`src/rtl/intagg_pkg.sv`:
```
package intagg_pkg;
   localparam int OFF_W = 12;

   localparam logic [OFF_W-1:0] OFF_PRESC = 12'hC00;
   localparam logic [OFF_W-1:0] OFF_STAT  = 12'hC04;
   localparam logic [OFF_W-1:0] OFF_MASK  = 12'hC08;
   localparam logic [OFF_W-1:0] OFF_EN    = 12'hD00;
   localparam logic [OFF_W-1:0] OFF_CMD   = 12'hD0C;

   typedef enum logic [2:0] {
      RSEL_NONE,
      RSEL_PRESC,
      RSEL_STAT,
      RSEL_MASK,
      RSEL_EN,
      RSEL_CMD
   } reg_sel_e;

   function automatic reg_sel_e decode_off(input logic [OFF_W-1:0] off);
      reg_sel_e r;
      case (off)
         OFF_PRESC: r = RSEL_PRESC;
         OFF_STAT:  r = RSEL_STAT;
         OFF_MASK:  r = RSEL_MASK;
         OFF_EN:    r = RSEL_EN;
         OFF_CMD:   r = RSEL_CMD;
         default:   r = RSEL_NONE;
      endcase
      return r;
   endfunction
endpackage

```
`src/rtl/intagg_unit.sv`:
```
module intagg_unit
   import intagg_pkg::*;
#(
   parameter int CH     = 16,
   parameter int DATA_W = 32,
   parameter int EN_BIT = 20
) (
   input  logic              clk,
   input  logic              rst_n,
   input  logic              wr,
   input  logic              sel,
   input  logic [OFF_W-1:0]  off,
   input  logic [DATA_W-1:0] wdata,
   input  logic [CH-1:0]     req,
   output logic [DATA_W-1:0] rdata,
   output logic [CH-1:0]     pend,
   output logic [CH-1:0]     mask_q,
   output logic              en_q,
   output logic              unit_irq
);
   localparam logic [CH-1:0]     MASK_RST  = '1;
   localparam logic [DATA_W-1:0] PRESC_RST = '0;

   logic [DATA_W-1:0] presc_q;
   reg_sel_e          rsel;
   logic              wr_hit;

   assign rsel   = decode_off(off);
   assign wr_hit = wr && sel;

   always_ff @(posedge clk or negedge rst_n) begin
      if (!rst_n) begin
         mask_q  <= MASK_RST;
         en_q    <= 1'b0;
         presc_q <= PRESC_RST;
      end else if (wr_hit) begin
         case (rsel)
            RSEL_CMD: begin
               if (wdata[0]) begin
                  mask_q  <= MASK_RST;
                  en_q    <= 1'b0;
                  presc_q <= PRESC_RST;
               end
            end
            RSEL_PRESC: presc_q <= wdata;
            RSEL_MASK:  mask_q  <= wdata[CH-1:0];
            RSEL_EN:    en_q    <= wdata[EN_BIT];
            default: ;
         endcase
      end
   end

   always_comb begin
      rdata = '0;
      case (rsel)
         RSEL_PRESC: rdata = presc_q;
         RSEL_STAT:  rdata[CH-1:0] = req;
         RSEL_MASK:  rdata[CH-1:0] = mask_q;
         RSEL_EN:    rdata[EN_BIT] = en_q;
         default:    rdata = '0;
      endcase
   end

   assign pend     = req & ~mask_q;
   assign unit_irq = en_q && (|pend);
endmodule

```
`src/rtl/intagg_card.sv`:
```
module intagg_card #(
   parameter int NUM_UNITS = 2
) (
   input  logic                 clk,
   input  logic                 rst_n,
   input  logic                 wr,
   input  logic                 sel,
   input  logic                 wbit,
   input  logic [NUM_UNITS-1:0] unit_irq,
   output logic                 card_en,
   output logic                 irq_out
);
   logic any_unit;

   assign any_unit = |unit_irq;

   always_ff @(posedge clk or negedge rst_n) begin
      if (!rst_n) begin
         card_en <= 1'b0;
         irq_out <= 1'b0;
      end else begin
         if (wr && sel) card_en <= wbit;
         irq_out <= card_en && any_unit;
      end
   end
endmodule

```
`src/rtl/intagg_top.sv`:
```
module intagg_top
   import intagg_pkg::*;
#(
   parameter int NUM_UNITS = 2,
   parameter int CH        = 16,
   parameter int DATA_W    = 32,
   parameter int EN_BIT    = 20
) (
   input  logic                    clk,
   input  logic                    rst_n,
   input  logic                    bus_wr,
   input  logic [13:0]             bus_addr,
   input  logic [DATA_W-1:0]       bus_wdata,
   output logic [DATA_W-1:0]       bus_rdata,
   input  logic [NUM_UNITS*CH-1:0] chan_req,
   output logic [NUM_UNITS*CH-1:0] chan_pend,
   output logic                    irq_out
);
   localparam int NCH    = NUM_UNITS * CH;
   localparam int UIDX_W = 1;

   generate
      if (NUM_UNITS < 1 || NUM_UNITS > 2) begin : g_bad_units
         $error("intagg_top: NUM_UNITS must be 1 or 2");
      end
      if (DATA_W < CH || DATA_W <= EN_BIT) begin : g_bad_width
         $error("intagg_top: DATA_W too narrow for CH or EN_BIT");
      end
   endgenerate

   logic                card_hit;
   logic                unit_hit;
   logic [UIDX_W-1:0]   uidx;
   logic [OFF_W-1:0]    off;
   logic [NUM_UNITS-1:0] sel_u;
   logic [NUM_UNITS-1:0] unit_irq;
   logic [NUM_UNITS-1:0] en_all;
   logic [NCH-1:0]       mask_all;
   logic                 card_en;
   logic [DATA_W-1:0]    unit_rd [NUM_UNITS];

   assign off      = bus_addr[OFF_W-1:0];
   assign card_hit = bus_addr[13] && (bus_addr[12:0] == 13'h0);

   generate
      if (NUM_UNITS == 2) begin : g_sel_two
         assign uidx     = bus_addr[12];
         assign unit_hit = !bus_addr[13];
      end else begin : g_sel_one
         assign uidx     = 1'b0;
         assign unit_hit = !bus_addr[13] && !bus_addr[12];
      end
   endgenerate

   for (genvar u = 0; u < NUM_UNITS; u++) begin : g_unit
      assign sel_u[u] = unit_hit && (uidx == UIDX_W'(u));

      intagg_unit #(
         .CH    (CH),
         .DATA_W(DATA_W),
         .EN_BIT(EN_BIT)
      ) u_unit (
         .clk     (clk),
         .rst_n   (rst_n),
         .wr      (bus_wr),
         .sel     (sel_u[u]),
         .off     (off),
         .wdata   (bus_wdata),
         .req     (chan_req[u*CH +: CH]),
         .rdata   (unit_rd[u]),
         .pend    (chan_pend[u*CH +: CH]),
         .mask_q  (mask_all[u*CH +: CH]),
         .en_q    (en_all[u]),
         .unit_irq(unit_irq[u])
      );
   end

   intagg_card #(
      .NUM_UNITS(NUM_UNITS)
   ) u_card (
      .clk     (clk),
      .rst_n   (rst_n),
      .wr      (bus_wr),
      .sel     (card_hit),
      .wbit    (bus_wdata[0]),
      .unit_irq(unit_irq),
      .card_en (card_en),
      .irq_out (irq_out)
   );

   always_comb begin
      bus_rdata = '0;
      if (card_hit) begin
         bus_rdata[0] = card_en;
      end else begin
         for (int u = 0; u < NUM_UNITS; u++) begin
            if (sel_u[u]) bus_rdata = unit_rd[u];
         end
      end
   end
endmodule

```
`config.mk`:
```
export PLATFORM = sky130hd
export DESIGN_NAME = intagg_top
export DESIGN_NICKNAME = d
export VERILOG_FILES = /design/src/rtl/intagg_pkg.sv /design/src/rtl/intagg_unit.sv /design/src/rtl/intagg_card.sv /design/src/rtl/intagg_top.sv
export SDC_FILE = /design/constraint.sdc
export NUM_CORES = 1
export LEC_CHECK = 0
export BUFFER_PORTS_ARGS = -buffer_cell sky130_fd_sc_hd__buf_2
export CORE_UTILIZATION = 35
export DETAILED_ROUTE_END_ITERATION = 8
export PLACE_DENSITY = 0.68
export REMOVE_ABC_BUFFERS = 1
export SLEW_MARGIN = 40
export SYNTH_ARGS = -nofsm -noshare
export SYNTH_HDL_FRONTEND = slang
export SYNTH_SLANG_ARGS = --single-unit
```
`constraint.sdc`:
```
create_clock -name clk -period 2.2 [get_ports clk]
set_clock_uncertainty 0.1 [all_clocks]
set_input_delay 0.33 -clock clk [delete_from_list [all_inputs] [get_ports clk]]
set_output_delay 0.33 -clock clk [all_outputs]
set_load 0.02 [all_outputs]
```
---- Word-level counts from Yosys, hierarchy flattened ----
Index checks and enable logic that the tools add are counted.
operators by class
  equal/unequal tests ..................... 11
  multiplexer cells ....................... 19
  bitwise operators ....................... 5
  reduce and logical (&&, ||, !) cells .... 23
operator list
  cell                                                              number
  32-bit 2-to-1 mux                                                 3
  16-bit one-hot mux with 3 select lines                            2
  32-bit one-hot mux with 2 select lines                            1
  12-bit == test (second input constant)                            5
  16-bit bitwise AND                                                2
  16-bit inverter                                                   2
  16-bit one-hot mux with 2 select lines                            1
  16-bit OR reduction                                               2
  31-bit 2-to-1 mux                                                 1
  11-bit 2-to-1 mux                                                 2
  3-bit AND reduction                                               6
  16-bit 2-to-1 mux                                                 1
  3-bit one-hot mux with 5 select lines                             1
  13-bit logical NOT                                                1
  1-bit logical AND                                                 9
  4-bit 2-to-1 mux                                                  2
  3-bit by 2-bit == test with 1-bit output (second input constant)  2
  3-bit == test (second input constant)                             2
  1-bit one-hot mux with 2 select lines                             3
  2-bit nonzero test                                                3
  3-bit by 1-bit == test with 1-bit output (second input constant)  1
  1-bit 2-to-1 mux                                                  2
  2-bit inequality test (second input constant)                     1
  2-bit OR reduction                                                1
  2 further kinds                                                   2
word-level totals
  bits in registers ....................... 100
  input bits .............................. 81
  output and inout port bits .............. 65
  word-level logic and storage cells ...... 66

---- Logic depth before layout (Yosys ltp) ----
Gate-level depths: netlist (run 1).
  word-level depth ........................ 7
  depth in mapped cells ................... 8
  gate-level depth less buffers ........... 5

---- Hierarchy ----
Synthesis (run 1) repeated with hierarchy kept, for this count alone.
second synthesis, totals
  cells, all modules ...................... 654
  area total of the unflattened synthesis .. 5959.5 um^2
modules (own cells, without submodules)
  module                          instances  cells each  area an instance (um^2)  seq. area each (um^2)
  intagg_unit (g_unit[0].u_unit)  1          285         2700.1                   1246.2
  intagg_unit (g_unit[1].u_unit)  1          285         2637.5                   1246.2
  intagg_top                      1          79          545.5                    0.0
  intagg_card                     1          5           76.3                     50.0

---- Worst setup path before layout (run 1) ----
OpenSTA, ideal clock, no wires.
  kind .................................... input -> output
  start point ............................. input port bus_addr[8]
  end point ............................... output port bus_rdata[20]
  data arrival time ....................... 2.078 ns
  setup slack ............................. -0.308 ns
  cell stages on the path ................. 7
  path through ............................ buf_2 and3_1 o2111ai_1 buf_2 buf_2 nand2_1 o32ai_1
between the ends
  word-level cells in the longest chain between the ends .. 7
  elaborated cells between the ends (all ways) .. 15
  those cells by class .................... 7 x eq/ne; 6 x mux; 2 x reduce/logical
RTL lines
  item                                                                       line               RTL
  start, declared                                                            intagg_top.sv:12   input logic [13:0] bus_addr,
  12-bit == test                                                             intagg_pkg.sv:21   case (off)
  3-bit one-hot mux with 5 select lines                                      intagg_pkg.sv:21
  3-bit == test or 3-bit by 1-bit == test with 1-bit output (tied branches)  intagg_unit.sv:55  case (rsel)
  1-bit one-hot mux with 2 select lines                                      intagg_unit.sv:55
  32-bit 2-to-1 mux (2 in series)                                            intagg_top.sv:97   if (sel_u[u]) bus_rdata = unit_rd[u];
  31-bit 2-to-1 mux *                                                        intagg_top.sv:93   if (card_hit) begin
  end, declared                                                              intagg_top.sv:14   output logic [DATA_W-1:0] bus_rdata,
Mark *: on every way between the ends. The rest lies on a longest branch, timed or not.

---- Worst setup path after layout (run 1) ----
  start point ............................. input port bus_addr[4]
  end point ............................... output port bus_rdata[4]
between the ends
  word-level cells in the longest chain between the ends .. 7
  elaborated cells between the ends (all ways) .. 16
  those cells by class .................... 8 x eq/ne; 6 x mux; 2 x reduce/logical
RTL lines
  item                                                                                                  line
  12-bit == test                                                                                        intagg_pkg.sv:21
  3-bit one-hot mux with 5 select lines                                                                 intagg_pkg.sv:21
  3-bit by 2-bit == test with 1-bit output or 3-bit by 1-bit == test with 1-bit output (tied branches)  intagg_unit.sv:55
  16-bit one-hot mux with 3 select lines                                                                intagg_unit.sv:55
  32-bit 2-to-1 mux (2 in series)                                                                       intagg_top.sv:97
  31-bit 2-to-1 mux *                                                                                   intagg_top.sv:93
Marked as above.

==> impl_metrics.py, run 1 <==
metrics = {
    "sta": {
        "setup_ws_ns": -0.193,
        "fin_hold_ws_ns": 0.149,
        "hold_viol": 0,
        "min_period_over_period_pct": 109,
        "tns_ns": -2.02,
        "period_needed_ns": 2.39,
        "rsz0062_at_grt": "true",
        "max_slew_margin_pct": 66.9,
        "worst_slew_pin_slew_ns": 0.497,
        "report.final.slew_viol_count": 0,
        "fmax_mhz": 418,
        "finalSetupViolCount": 23,
    },
    "routing": {
        "firstDrtPassIters": 7,
        "drt.antenna.violating_nets": 0,
        "drtIter0Drc": 356,
        "wl_um": 18900,
        "vias": 5323,
        "vias_per_cell": 5.47,
        "drc": 0,
        "routedWlPerCell_um": 19.4,
    },
    "clocking": {
        "clock-root-buffer": "clkbuf_16",
        "cts_tree": "built",
        "cts_inserted_buffers": 9,
        "clk_latency_ns": 0.34,
        "cts.sinks": 100,
        "h-tree-depth": 3,
        "max-clock-path-buffers": 2,
        "clkTransAtPathRegs_ns": 0.07,
    },
    "setup_path": {
        "end_kind": "output pin",
        "path_max_fanout": 6,
        "timing.critical_path.mode_cell": "buf_6",
        "slowest_delay_ns": 0.26,
        "arrival_ns": 1.96,
        "path_cells": "buf_2 -> nor3_4 -> buf_6 -> o2111ai_4 -> buf_12 -> buf_8 -> buf_6 -> mux2i_2 -> o221ai_2 -> buf_6",
        "slowest_stage": "nor3_4",
        "crit_required_ns": 1.77,
        "startpoint": "bus_addr[4]",
        "startpoint_type": "primary input",
        "crit_type": "in2out",
        "crit_family": "buffers and inverters",
        "r2r-start": "g_unit[1].u_unit.mask_q[15]",
        "cp_num_buf_inv": 6,
    },
    "power": {
        "pwr-share-clk_pct": 39.3,
        "power.share.switching_pct": 24.8,
        "p_total_mw": 3.77,
        "powerDensity_nw_per_um2": 478,
        "power.leakage_nw": 3.37,
        "p_int_mw": 2.84,
        "p_seq_share_pct": 48.8,
        "comb_power_share_pct": 11.8,
        "switching_power_mw": 0.933,
        "vdd_drop_max_mv": 0.493,
    },
    "logic_synthesis": {
        "syn-instance-count": 566,
        "synth_cell_type_count": 51,
        "synth_edf_count": 0,
        "yosysSeqAreaShare_pct": 46.1,
        "synthFlopType": "dfrtp_1",
        "yosys_warnings": 0,
        "ys_ff_latch": 100,
        "async_reset_ff_share_pct": 100,
        "syn_area_per_cell_um2": 9.74,
        "synth_area_um2": 5510,
    },
    "layout": {
        "fin_area_um2": 7880,
        "drive_gt1_share_pct": 47.3,
        "area_delta_synth_final_pct": 43.0,
        "post-route-util_pct": 51.5,
        "regArea_um2": 2540,
        "fin_nets": 839,
        "mostFrequentLayoutCell": "buf_2",
        "fill_cells": 1424,
        "layout_common_cells": "buf_2 (112), o21ai_0 (96), buf_4 (74), dfrtp_1 (68), nand2_1 (45)",
        "stdcell_count": 974,
        "n_antenna_cell": 0,
        "multi_input_area_um2": 3130,
    },
    "global_routing": {
        "grt_pass1_vias": 5324,
        "grt_max_degree": 41,
        "track_usage_pct": 23.8,
        "antenna_found_initial": 0,
        "overflow": 0,
        "grt_pass1_wl_um": 29600,
    },
    "placed_design": {
        "dpl_cell_area_um2": 6860,
        "place_ws_ns": -0.339,
        "post-place-cells": 943,
        "gp_routability_congestion": 0.891,
        "dp.final_hpwl_um": 13200,
        "io_buffers": 145,
    },
    "run_status": {
        "violations": "setup timing",
        "status": "complete, but fails checks",
    },
    "hold_path": {
        "min_path_type": "in2reg",
        "min_from": "bus_wdata[31]",
    },
    "die": {
        "core.rowCount": 45,
        "die_width_um": 128,
        "io_pins": 146,
        "fp.dieArea_um2": 16300,
        "coreArea_um2": 15300,
        "start_util_pct": 36.0,
        "die_h_um": 128,
    },
    "flow_run": {
        "max-cap-violations": 0,
    },
}
cells in the mapped netlist (all sizes together) (2+ instances only):
| master | instances | area (µm²) |
|---|---|---|
| nand4 | 3 | 18.8 |
| dfstp | 32 | 841 |
| and2 | 2 | 12.5 |
| o221ai | 10 | 87.6 |
| o22a | 30 | 263 |
| a221oi | 4 | 35.0 |
| or4 | 3 | 26.3 |
| a21oi | 4 | 23.8 |
| or3 | 4 | 30.0 |
| mux2 | 20 | 225 |
| inv | 2 | 7.51 |
| clkbuf | 29 | 109 |
| nand2 | 53 | 199 |
| dfrtp | 68 | 1700 |
| nand3b | 3 | 22.5 |
| o2111ai | 2 | 17.5 |
| nand3 | 4 | 25.0 |
| nor2b | 34 | 213 |
| nor2 | 22 | 85.1 |
| o2bb2ai | 3 | 26.3 |
| a2111oi | 4 | 72.6 |
| nor3 | 3 | 31.3 |
| buf | 18 | 120 |
| nor4 | 11 | 68.8 |
| a22oi | 5 | 37.5 |
| and3 | 2 | 12.5 |
| mux2i | 39 | 390 |
| a21boi | 4 | 30.0 |
| or2 | 6 | 37.5 |
| o21ai | 135 | 679 |
worst paths after layout:
path                                                 to  slack, ns  depth (start not counted)
max reg2reg                              u_card.irq_out       0.25                          6
min                        g_unit[0].u_unit.presc_q[31]       0.15                          3
max                                        bus_rdata[4]      -0.19                         10
min reg2reg                  g_unit[1].u_unit.mask_q[0]       0.39                          2
max in group asynchronous   g_unit[0].u_unit.mask_q[10]       0.92                          3
min in group asynchronous                u_card.card_en       0.40                          2
power groups by stage:
stage | Combinational [mW] | Sequential [mW] | Clock (mW)
2_1_floorplan | 0.144 | 1.87 | 0
3_3_place_gp | 0.406 | 1.87 | 0
3_5_place_dp | 0.406 | 1.87 | 0
4_1_cts | 0.433 | 1.84 | 1.50
5_1_grt | 0.478 | 1.84 | 1.58
6_report | 0.447 | 1.84 | 1.48
cell type report:
class                      instances  share of cell area [%]
clock inverter                     3                   0.270
timing repair buffer             228                    21.2
multi-input combinational        417                    39.7
clock buffer                      13                    3.17
inverter                           2                  0.0952
sequential                       100                    32.2
tap                              211                    3.35
what timing repair did:
item,in CTS,in global routing
hold buffers,1,0
gates resized for setup,130,27
pin swaps,35,11
hold endpoints to repair,24,0
buffers inserted,8,5
gates cloned,3,0
endpoints found under the setup margin,32,32
layer usage:
| metal | vias to the layer above | GRT usage [%] | wire length, µm |
|---|---|---|---|
| li1 | 2459 | - | - |
| met1 | 2644 | 32.1 | 8330 |
| met2 | 195 | 39.7 | 9160 |
| met3 | 25 | 4.15 | 1080 |
| met4 | 0 | 5.67 | 303 |
| met5 | - | 0 | 0 |
registers in the layout, summed over array words and instances, names as in the netlist:
| signal | cells |
|---|---|
| g_unit.u_unit.presc_q | 64 |
| g_unit.u_unit.mask_q | 32 |
| g_unit.u_unit.en_q | 2 |
| u_card.card_en | 1 |
| u_card.irq_out | 1 |
kinds of logic after synthesis:
logic type | count (synthesis) | synth area share, %
AOI/OAI and AO/OA | 203 | 23.4
and+or+nand+nor | 154 | 14.9
DFF | 100 | 46.1
muxes | 59 | 11.2
buffers and inverters | 49 | 4.29
xor gates and xnor gates | 1 | 0.159
worst reg2reg max path: stages, from the launching register on:
cell and delay (ns):
dfstp_2 0.56, nor2b_1 0.09, nor4_1 0.45, buf_4 0.21, nand4_1 0.15, a22oi_1 0.23, nor2b_1 0.06
(Power assumes the default switching activity.)
==> run 2, diff against run 1 <==
BUFFER_PORTS_ARGS = not set   (was -buffer_cell sky130_fd_sc_hd__buf_2)
DONT_BUFFER_PORTS = 1   (was not set)
PLACE_DENSITY = 0.6   (was 0.68)
SETUP_SLACK_MARGIN = 0.1   (was not set)
==> impl_metrics.py, run 2 (synthesis results as in run 1) <==
metrics = {
    "sta": {
        "worst_slew_pin_slew_ns": 0.770,
        "fin_hold_ws_ns": -0.417,
        "finalSetupViolCount": 21,
        "max_slew_margin_pct": 48.5,
        "report.final.slew_viol_count": 0,
        "rsz0062_at_grt": "true",
        "period_needed_ns": 2.30,
        "fmax_mhz": 434,
        "hold_viol": 100,
        "setup_ws_ns": -0.104,
        "min_period_over_period_pct": 105,
    },
    "placed_design": {
        "dpl_cell_area_um2": 6240,
        "dp.final_hpwl_um": 12800,
        "gp_routability_congestion": 0.869,
        "io_buffers": 0,
    },
    "layout": {
        "mostFrequentLayoutCell": "o21ai_0",
        "largestRegisters": "g_unit.u_unit.presc_q (64), g_unit.u_unit.mask_q (32), g_unit.u_unit.en_q (2)",
        "drive_gt1_share_pct": 33.3,
        "top_register": "g_unit.u_unit.presc_q",
        "area_delta_synth_final_pct": 26.5,
        "largest_register_ffs": 64,
        "n_antenna_cell": 0,
        "fin_nets": 703,
        "fill_cells": 1486,
        "layout_common_cells": "o21ai_0 (95), buf_4 (69), dfrtp_1 (68), nand2_1 (47), o21ai_1 (39)",
        "fin_area_um2": 6970,
    },
    "die": {
        "start_util_pct": 36.0,
        "die_h_um": 128,
        "io_pins": 146,
        "fp.dieArea_um2": 16300,
        "die_width_um": 128,
        "core.rowCount": 45,
        "coreArea_um2": 15300,
    },
    "setup_path": {
        "crit_type": "in2out",
        "end_kind": "output pin",
        "reg2reg_to": "u_card.irq_out",
        "startpoint_type": "primary input",
        "path_max_fanout": 18,
        "reg2regPathDepth": 6,
        "crit_required_ns": 1.77,
        "r2r-start": "g_unit[1].u_unit.mask_q[15]",
        "r2r_setup_slack_ns": 0.22,
        "arrival_ns": 1.87,
    },
    "routing": {
        "vias_per_cell": 5.80,
        "drtIter0Drc": 365,
        "firstDrtPassIters": 5,
        "wl_um": 18900,
        "drt.antenna.violating_nets": 0,
        "routedWlPerCell_um": 22.5,
        "vias": 4861,
        "drc": 0,
    },
    "global_routing": {
        "grt_max_degree": 101,
        "track_usage_pct": 23.6,
        "antenna_found_initial": 0,
        "grt_pass1_wl_um": 28900,
        "overflow": 0,
        "grt_pass1_vias": 4931,
    },
    "clocking": {
        "clk_latency_ns": 0.35,
        "cts.sinks": 100,
        "h-tree-depth": 3,
        "cts_inserted_buffers": 9,
        "cts_tree": "built",
        "max-clock-path-buffers": 2,
        "clock-root-buffer": "clkbuf_16",
        "clkTransAtPathRegs_ns": 0.07,
    },
    "power": {
        "vdd_drop_max_mv": 0.373,
        "power.leakage_nw": 2.83,
        "powerDensity_nw_per_um2": 520,
    },
    "hold_path": {
        "min_path_type": "in2async",
    },
    "run_status": {
        "violations": "hold timing, setup timing",
        "status": "complete, but fails checks",
    },
    "flow_run": {
        "max-cap-violations": 0,
    },
}
==> run 2: cell types whose count changed in the layout (fill, tap and decap cells not counted), moves of 3 or more <==
cell	change
a21boi_0	+3
buf_12	+3
buf_2	-112
buf_4	-5
buf_6	-20
clkbuf_1	-3
nand2_2	-3
nor2_1	+9
nor2_4	-10
o221ai_1	+3
o221ai_2	-3
==> run 2: where the power goes <==
group / switching (mW) / internal, mW
registers: 0.000103 / 1.84
logic: 0.129 / 0.0846
clock network: 0.772 / 0.801
==> run 2: worst max-delay path, stage by stage <==
cell and delay (ns):
and4bb_2 0.32, nand3_2 0.11, buf_6 0.16, or3_4 0.37, buf_12 0.19, buf_12 0.16
nor2_2 0.10, buf_4 0.14
==> run 2: what timing repair did <==
item | CTS | global route
cloned | 3 | 0
hold endpoints to repair | 100 | 100
setup buffers | 8 | 0
pin swaps | 19 | 5
resized for setup | 59 | 17
endpoints found under the setup margin | 33 | 34
==> run 2: cell type report <==
cell class	count	area, µm²	area share (%)
timing repair buffer	92	883	12.7
multi-input combinational	417	2990	42.8
clock buffer	9	225	3.23
tap	211	264	3.79
clock inverter	7	66.3	0.951
inverter	2	7.51	0.108
sequential	100	2540	36.5
==> run 2: through the flow <==
stage,power [mW],setup TNS [ns],utilization [%],worst slack [ns],cells
floorplan,2.02,-149.87,-,-2.71,519
global placement,2.07,-5.10,40.7,-0.218,811
detailed placement,2.07,-9.37,40.7,-0.261,811
CTS,3.67,-1.18,45.1,-0.0885,838
global route,3.74,-3.07,45.5,-0.153,838
finish,3.63,-1.60,45.5,-0.104,838
==> run 2: how the worst max path moves through the flow <==
stage	from	endpoint	slack, ns	depth (start not counted)
6_report	bus_addr[1]	bus_rdata[21]	-0.10	8
5_1_grt	bus_addr[1]	bus_rdata[5]	-0.15	9
4_1_cts	bus_addr[1]	bus_rdata[10]	-0.09	8
3_5_place_dp	bus_addr[5]	bus_rdata[0]	-0.26	8
3_3_place_gp	bus_addr[8]	bus_rdata[0]	-0.22	7
2_1_floorplan	bus_addr[2]	bus_rdata[10]	-2.71	4
==> run 2: routing by layer <==
metal  routed length [µm]  GRT usage [%]  up-vias
met3                 1180           5.40       30
met4                  438           7.77        0
met2                 9130           38.8      160
met1                 8120           30.6     2472
met5                    0              0        -
li1                     -              -     2199
==> run 3, diff against run 2 <==
CORE_ASPECT_RATIO = 0.75   (was not set)
CORE_UTILIZATION = 50   (was 35)
CTS_BUF_LIST = sky130_fd_sc_hd__clkbuf_8 sky130_fd_sc_hd__clkbuf_16   (was not set)
PLACE_DENSITY = 0.77   (was 0.6)
==> impl_metrics.py, run 3 (synthesis results as in run 1) <==
metrics = {
    "clocking": {
        "clock-root-buffer": "clkbuf_16",
        "max-clock-path-buffers": 2,
        "h-tree-depth": 3,
        "clkTransAtPathRegs_ns": 0.07,
        "clk_latency_ns": 0.36,
        "cts_tree": "built",
        "cts_inserted_buffers": 9,
        "cts.sinks": 100,
    },
    "die": {
        "start_util_pct": 52.6,
        "coreArea_um2": 10500,
        "io_pins": 146,
        "fp.dieArea_um2": 11500,
        "die_h_um": 92.9,
        "core.rowCount": 32,
        "die_width_um": 123,
    },
    "setup_path": {
        "slowest_stage": "or4b_2",
        "reg2regPathDepth": 6,
        "crit_required_ns": 1.77,
        "path_cells": "or4b_2 -> nor4_1 -> nand3_1 -> a31oi_2 -> buf_4",
        "slowest_delay_ns": 0.66,
        "path_max_fanout": 3,
        "startpoint_type": "primary input",
        "arrival_ns": 2.01,
        "end_kind": "output pin",
        "reg2reg_to": "u_card.irq_out",
        "r2r_setup_slack_ns": 0.05,
        "crit_type": "in2out",
        "r2r-start": "g_unit[1].u_unit.mask_q[15]",
    },
    "layout": {
        "post-route-util_pct": 70.6,
        "regArea_um2": 2540,
        "area_delta_synth_final_pct": 34.3,
        "drive_gt1_share_pct": 40.6,
        "fin_nets": 719,
        "mostFrequentLayoutCell": "o21ai_0",
        "multi_input_area_um2": 3270,
        "layout_common_cells": "o21ai_0 (80), dfrtp_1 (68), buf_4 (58), o21ai_1 (51), nand2_1 (40)",
        "largest_register_ffs": 64,
        "fill_cells": 701,
        "largestRegisters": "g_unit.u_unit.presc_q (64), g_unit.u_unit.mask_q (32), g_unit.u_unit.en_q (2)",
        "top_register": "g_unit.u_unit.presc_q",
    },
    "sta": {
        "min_period_over_period_pct": 111,
        "setup_ws_ns": -0.237,
        "report.final.slew_viol_count": 0,
        "max_slew_margin_pct": 52.3,
        "worst_slew_pin_slew_ns": 0.714,
        "finalSetupViolCount": 18,
        "hold_viol": 100,
        "fin_hold_ws_ns": -0.437,
        "rsz0062_at_grt": "true",
        "period_needed_ns": 2.44,
        "fmax_mhz": 410,
    },
    "global_routing": {
        "track_usage_pct": 33.4,
        "overflow": 0,
        "grt_pass1_wl_um": 28400,
        "grt_max_degree": 101,
        "grt_pass1_vias": 5214,
        "antenna_found_initial": 1,
    },
    "run_status": {
        "status": "complete, but fails checks",
        "violations": "hold timing, setup timing",
    },
    "routing": {
        "drt.antenna.violating_nets": 0,
        "vias": 5278,
        "firstDrtPassIters": 5,
        "routedWlPerCell_um": 25.2,
        "drc": 0,
        "wl_um": 19600,
        "vias_per_cell": 6.77,
        "drtIter0Drc": 496,
    },
    "hold_path": {
        "min_path_type": "in2async",
    },
    "power": {
        "vdd_drop_max_mv": 0.445,
        "power.leakage_nw": 2.98,
        "p_total_mw": 3.56,
        "powerDensity_nw_per_um2": 481,
    },
    "placed_design": {
        "io_buffers": 0,
        "dp.final_hpwl_um": 12200,
        "gp_routability_congestion": 0.927,
    },
    "flow_run": {
        "max-cap-violations": 0,
    },
}
-- run 3: changes by cell type in the layout (fill, tap and decap cells not counted), sizes merged --
| cell | change |
|---|---|
| buf | +14 |
| clkbuf | +4 |
| inv | -2 |
| diode | +1 |
-- run 3: how the worst max path moves through the flow --
stage,from,endpoint,slack [ns],cells past startpoint
6_report,bus_addr[1],bus_rdata[0],-0.24,5
5_1_grt,bus_addr[1],bus_rdata[0],-0.36,5
4_1_cts,bus_addr[1],bus_rdata[4],-0.12,8
3_5_place_dp,bus_addr[0],bus_rdata[0],-0.30,7
3_3_place_gp,bus_addr[0],bus_rdata[0],-0.23,7
2_1_floorplan,bus_addr[2],bus_rdata[10],-2.71,4
-- run 3: where the power goes --
group	internal, mW	switching (mW)
Sequential	1.84	0.000129
Clock	0.813	0.679
Combinational	0.0897	0.141
-- run 3: metrics by stage --
step | setup TNS, ns | hold slack (ns) | area [µm²] | cells | setup WS (ns)
2_1_floorplan | -149.87 | -0.0656 | 5280 | 519 | -2.71
3_3_place_gp | -4.53 | -0.0625 | 6140 | 737 | -0.226
3_5_place_dp | -8.94 | -0.0636 | 6140 | 737 | -0.298
4_1_cts | -1.24 | -0.439 | 7040 | 769 | -0.124
5_1_grt | -2.67 | -0.450 | 7410 | 780 | -0.357
6_report | -1.94 | -0.437 | 7410 | 780 | -0.237
-- run 3: critical path: cells and delay by family --
| family | cells | cell delay [ns] |
|---|---|---|
| AO/OA/AOI/OAI | 1 | 0.28 |
| AND/OR/NAND/NOR | 3 | 1.22 |
| buffers and inverters | 1 | 0.18 |
-- run 3: metal layers --
layer / share of wire [%] / vias up / routed length, µm / GRT usage [%]
met3: 13 / 68 / 2630 / 11.6
met4: 3.4 / 0 / 674 / 12.8
met1: 37 / 2588 / 7220 / 42.5
met5: 0 / - / 0 / 0
met2: 46 / 391 / 9110 / 52.1
li1: - / 2231 / - / -
-- run 3: layout make-up --
cell class / instances / share of cell area, %
Inverter: 2 / 0.101
Timing Repair Buffer: 108 / 15.4
Sequential cell: 100 / 34.3
Clock buffer: 11 / 3.41
Antenna cell: 1 / 0.0338
Tap cell: 136 / 2.30
Multi-Input combinational cell: 417 / 44.1
Clock inverter: 5 / 0.287
-- run 3: timing repair --
action,in CTS,in global routing
setup endpoints to repair,32,78
pin swaps,33,31
buffers inserted,14,10
cloned,2,3
endpoints found under the hold margin,100,100
gates resized for setup,136,53
